File: src/rtl/rect_gate_seq.sv
module rect_gate_seq #(
  parameter int PER_W        = 11,
  parameter int DEAD_TICKS   = 1,
  parameter int MINOFF_SHORT = 8,
  parameter int MINOFF_MID   = 15,
  parameter int MINOFF_LONG  = 30,
  parameter int PER_MID_MIN  = 150,
  parameter int PER_LONG_MIN = 600
) (
  input  logic             clk,
  input  logic             rst_n,
  input  logic             pwm_in,
  input  logic [PER_W-1:0] nom_period,
  input  logic             blank_rise,
  input  logic             blank_fall,
  input  logic             run_en,
  input  logic             fw_permit,
  output logic             gate_fwd,
  output logic             gate_fw
);
  localparam int LC_W = $clog2(MINOFF_LONG + 1) + 1;
  localparam logic [LC_W-1:0] LC_MAX = '1;

  logic [1:0]      g, req, blank, may_rise;
  logic [LC_W-1:0] lc [2];
  logic [LC_W-1:0] lim_long;
  logic [LC_W-1:0] lim [2];

  assign lim_long = (nom_period >= PER_W'(PER_LONG_MIN)) ? LC_W'(MINOFF_LONG) :
                    (nom_period >= PER_W'(PER_MID_MIN))  ? LC_W'(MINOFF_MID)  :
                                                           LC_W'(MINOFF_SHORT);

  assign req[0] = run_en & pwm_in;
  assign req[1] = run_en & ~pwm_in & fw_permit;
  assign blank  = {blank_rise, blank_fall};

  // lc counts completed low cycles; +1 includes the cycle ending at this edge
  always_comb begin
    for (int i = 0; i < 2; i++) begin
      lim[i] = blank[i] ? lim_long : LC_W'(MINOFF_SHORT);
      may_rise[i] = ({1'b0, lc[i]} + (LC_W+1)'(1) >= {1'b0, lim[i]}) &&
                    !g[1-i] &&
                    ({1'b0, lc[1-i]} + (LC_W+1)'(1) >= (LC_W+1)'(DEAD_TICKS));
    end
  end

  always_ff @(posedge clk) begin
    for (int i = 0; i < 2; i++) begin
      if (!rst_n) begin
        g[i]  <= 1'b0;
        lc[i] <= LC_MAX;
      end else begin
        g[i]  <= req[i] & (g[i] | may_rise[i]);
        lc[i] <= g[i] ? '0 : ((lc[i] == LC_MAX) ? lc[i] : lc[i] + 1'b1);
      end
    end
  end

  assign gate_fwd = g[0];
  assign gate_fw  = g[1];
endmodule

File: config.mk
export PLATFORM = sky130hd
export DESIGN_NAME = rect_gate_seq
export DESIGN_NICKNAME = d
export VERILOG_FILES = /design/src/rtl/rect_gate_seq.sv
export SDC_FILE = /design/constraint.sdc
export NUM_CORES = 1
export LEC_CHECK = 0
export ABC_AREA = 1
export BUFFER_PORTS_ARGS = -buffer_cell sky130_fd_sc_hd__buf_2
export CORE_MARGIN = 2
export CORE_UTILIZATION = 51
export CTS_BUF_LIST = sky130_fd_sc_hd__clkbuf_4
export CTS_CLUSTER_DIAMETER = 40
export DETAILED_ROUTE_END_ITERATION = 6
export PLACE_DENSITY = 0.81
export SLEW_MARGIN = 20
export SYNTH_ARGS = -nofsm -noshare
export SYNTH_HDL_FRONTEND = slang
export SYNTH_SLANG_ARGS = --single-unit
File: constraint.sdc
create_clock -name clk -period 1.7 [get_ports clk]
set_input_delay 0.255 -clock clk [delete_from_list [all_inputs] [get_ports clk]]
set_output_delay 0.255 -clock clk [all_outputs]
set_load 0.02 [all_outputs]
# [Yosys cells after proc, flatten, opt, wreduce, memory -nomap -nowiden]
# Memories as Yosys holds them, arrays and structs flattened.
# Cells that the tools add are included.
[totals] output_inout_bits=2 mem_bits_rw=12 mem_count=1 regBits=2 inputBits=18 elab_cells=42
[mem_list] name="lc" words=2 width=6 rd=2 rd_clocked_by_memory_dff=0 write_ports=2 line_no="25" rtl="logic [LC_W-1:0] lc [2];"
[classes] n_mux=12 addsub=4 eq_ne=2 bitwise=10 order_cmp=6 n_reduce_logical=6
[op_table] op="6-bit two-way mux" n=6
[op_table] op="5-bit two-way mux" n=3
[op_table] op="6-bit by 1-bit adder with 7-bit output (second input constant)" n=2
[op_table] op="7-bit by 1-bit greater-or-equal comparator with 1-bit output (second input constant)" n=2
[op_table] op="7-bit by 5-bit greater-or-equal comparator with 1-bit output" n=2
[op_table] op="6-bit by 1-bit adder with 6-bit output (second input constant)" n=2
[op_table] op="6-bit == test (second input constant)" n=2
[op_table] op="11-bit by 10-bit greater-or-equal comparator with 1-bit output (second input constant)" n=1
[op_table] op="11-bit by 8-bit greater-or-equal comparator with 1-bit output (second input constant)" n=1
[op_table] op="1-bit bitwise AND" n=5
[op_table] op="1-bit logical AND" n=4
[op_table] op="1-bit OR" n=4
[op_table] op="3-bit two-way mux" n=1
[op_table] op="1-bit logical NOT" n=2
[op_table] op="1-bit two-way mux" n=2
[op_table] op="1-bit NOT" n=1

# [Longest topological paths before layout]
[depth] depth_word=9 ltp_mapped=18 depth_no_buf=18

# [Least setup slack after synthesis]
# Ideal clock, no wire load.
[synth_timing] kind="register -> register" startpoint="memory lc[1][0] in the netlist's numbering" endpoint="register g[1]" slack_ps=77 stages_incl_launch_ff=14 arrival_ps=1553 period_less_slack_ps=1623 setup_ps=70 n_path_buf=0 t_required_ps=1630 cell_sequence="dfxtp_1 > ha_1 > nand2_1 > inv_2 > nand3_2 > nand2_1 > inv_1 > ha_1 > inv_1 > nor2_1 > nand2_1 > nand2_1 > nand3_1 > a21oi_1"
[synth_lines] element="start, declared" line_no="25"
[synth_lines] element="end signal, assigned by index" line_no="53" rtl="g[i] <= req[i] & (g[i] | may_rise[i]);"
[synth_lines] element="end, declared" line_no="24" rtl="logic [1:0] g, req, blank, may_rise;"

==> reports/qor.csv <==
metric,value,unit
routed vias/inst,5.34,
most frequent cell after synthesis,nand2_1,
total negative slack for setup checks,-0.0400,ns
largest net degree at the start of global routing,15,
cts hold-fix bufs,0,
total overflow reported by the global router,0,
number of nets in the layout,233,
LEAKAGE,0.781,nW
clock tree from TritonCTS,done,
violations in the final reports,negative setup slack,
worst min-delay path category,primary input to flop,
post-route fraction of the period consumed by the critical path,102,%
minimum clock period after layout,1.74,ns
GPL Wtd Cong,0.846,
worst-margin pin slew,0.248,ns
count of flip-flops with a built-in enable after synthesis,0,
count of mapped cells out of synthesis,166,
drt drc,0,
share of cells above drive strength 1,31.2,%
Clock transition at path regs,0.08,ns
max_slew headroom,83.5,%
detailed-routing iteration count for the pre-antenna-repair pass,7,
element type at the critical path start,flop,
initial antenna violation count,0,
max cap viols,0,
initial core utilization,54.1,%
area of the die,2490,µm²
maximum net fanout on the critical path,3,
input/output buffers,18,
share of flip-flops with an asynchronous set or reset after synthesis,0,%
commonest register cell after synthesis,dfxtp_1,
"Area growth, synth to finish",32.6,%
final instance area,1420,µm²
fraction of power consumed by the clock network,7.0,%
Global Route Usage Sum,22.8,%
summed instance area of the synthesized netlist,1070,µm²
post-DR wirelength/cell,12.4,µm
peak clock frequency supported by timing,0.575,GHz
global-route wire length before repair,4310,µm
setup repair after global routing missed its margin,true,
Total Routed Length,2840,µm
portion of synthesized cell area occupied by the leading cell type,26.1,%
Initial DRC Count,49,
CTS buffer count,3,
width of the die,49.9,µm
number of cell rows,16,
"Setup violations, final",1,
fraction of power spent switching nets,49.1,%
core outline area,1980,µm²
flop and latch count out of synthesis,14,
post-synthesis area per instance,6.46,µm²
placement-stage cell area,1290,µm²
Worst Setup Slack post-DPL,-0.119,ns
post-synthesis sequential area ratio,26.1,%
cell area power density,2000,nW/µm²
Clock Tree Buf Depth,2,
detailed-route via count,1224,
sequential group share of total power,23.4,%
top post-synthesis cells by area,"dfxtp_1 (26%), nand2_1 (18%), ha_1 (14%)",
ant diodes,0,
result of the run,"finished, violations left",
CP required,1.92,ns
Max rail drop VDD,1.38,mV
worst path arrival time,1.96,ns
number of H-tree levels,1,
Crit. End Element,flop,
register-to-register setup slack,-0.04,ns
number of I/O pins,20,
vias in the first global route,1100,
top post-synthesis cells by count,"nand2_1 (51), inv_1 (27), dfxtp_1 (14), nor2_1 (14), ha_1 (12)",
cell accounting for the most synthesized area,dfxtp_1,
power after layout,2.84,mW
buffer type at the clock tree root,clkbuf_4,
number of slew-limit violations in the final report,0,
worst setup path category,flop to flop,
total count of hold-check failures in the final report,0,
Net Sw Power,1.39,mW
dpl hpwl,1990,µm
worst-skew pair later-pin latency,0.29,ns
Int Pwr,1.44,mW
net count after synthesis,196,
remaining antenna violation count,0,
TritonCTS sink count,14,
synthesis warning total,0,
count of different cell masters after synthesis,19,
final worst-path setup slack,-0.0400,ns
die span in y,49.9,µm
share of power burned in combinational logic,69.6,%
clock tree skew after final layout,0.00258,ns
==> cell families (layout without fill, tap and decap cells) <==
logic type	Yosys count	in the layout	synth area share, %
compound gates	22	22	13.0
buf+inv	30	66	10.5
simple gates	88	88	36.4
flops	14	14	26.1
fa+ha+maj	12	12	14.0
==> critical path, stage by stage (launching register included) <==
cell and delay, ns:
dfxtp_4 0.37, ha_4 0.17, or2_1 0.23, nand2_2 0.10, inv_2 0.05, ha_4 0.26, nand2_2 0.03, nand2_1 0.06
nand2_1 0.05, nand2_1 0.08, nand3_1 0.08, a21oi_1 0.17
==> final cells by class <==
cell class / count / area, µm²
Clock buffer: 3 / 22.5
Clock inverter: 1 / 3.75
Fill cell: 140 / 561
Inverter: 29 / 109
Multi-Input combinational cell: 122 / 754
Sequential cell: 14 / 295
Tap cell: 27 / 33.8
Timing Repair Buffer: 33 / 203
==> path summary, 6_finish.rpt <==
| check | from | endpoint | depth (start not counted) |
|---|---|---|---|
| max reg2reg | lc[1][1] | g[1] | 11 |
| max | lc[1][1] | g[1] | 11 |
| min reg2reg | g[0] | lc[0][5] | 1 |
| min | pwm_in | g[0] | 3 |
==> power groups by stage <==
stage	Combinational, mW	Clock (mW)	Sequential [mW]
2_1_floorplan	1.13	0	0.593
3_3_place_gp	1.55	0	0.592
3_5_place_dp	1.67	0	0.608
4_1_cts	1.72	0.185	0.626
5_1_grt	2.22	0.212	0.686
6_report	1.97	0.199	0.663
==> metrics by stage <==
stage | utilization, % | cells | hold WS [ns]
floorplan | - | 166 | 0.354
global placement | 65.1 | 223 | 0.515
detailed placement | 65.1 | 223 | 0.519
CTS | 67.7 | 227 | 0.227
global route | 71.7 | 229 | 0.243
finish | 71.7 | 229 | 0.220
==> sequential cells by signal (all words and copies together), names as in the netlist <==
signal  count
g           2
lc         12
==> layout by cell type (no fill, tap or decap) <==
master / n
nand4_1: 5
nand2_2: 7
nand3_2: 3
nand3_1: 5
ha_4: 4
nor2_2: 2
dfxtp_4: 4
nand2_1: 45
inv_2: 4
nand2_4: 1
buf_2: 18
a21oi_1: 4
clkinv_1: 1
dfxtp_1: 10
nor3b_2: 1
buf_4: 15
nor3_1: 3
a21oi_2: 1
nor2_1: 14
clkbuf_4: 3
or2_1: 2
o21ai_1: 7
ha_1: 8
inv_1: 25
o211ai_1: 10
==> per-layer routing <==
layer | up-vias | routed length [µm] | global-route usage [%]
met5 | - | 0 | 0
met4 | 0 | 90 | 13.0
met3 | 13 | 152 | 3.03
met2 | 60 | 1470 | 39.8
met1 | 544 | 1130 | 26.4
li1 | 607 | - | -
==> repair_timing <==
action	4_1_cts	5_1_grt
setup buffers	0	2
endpoints found under the setup margin	2	2
pin swaps	0	10
resized for setup	9	15
No activity file was read; power rests on OpenSTA's default activity.
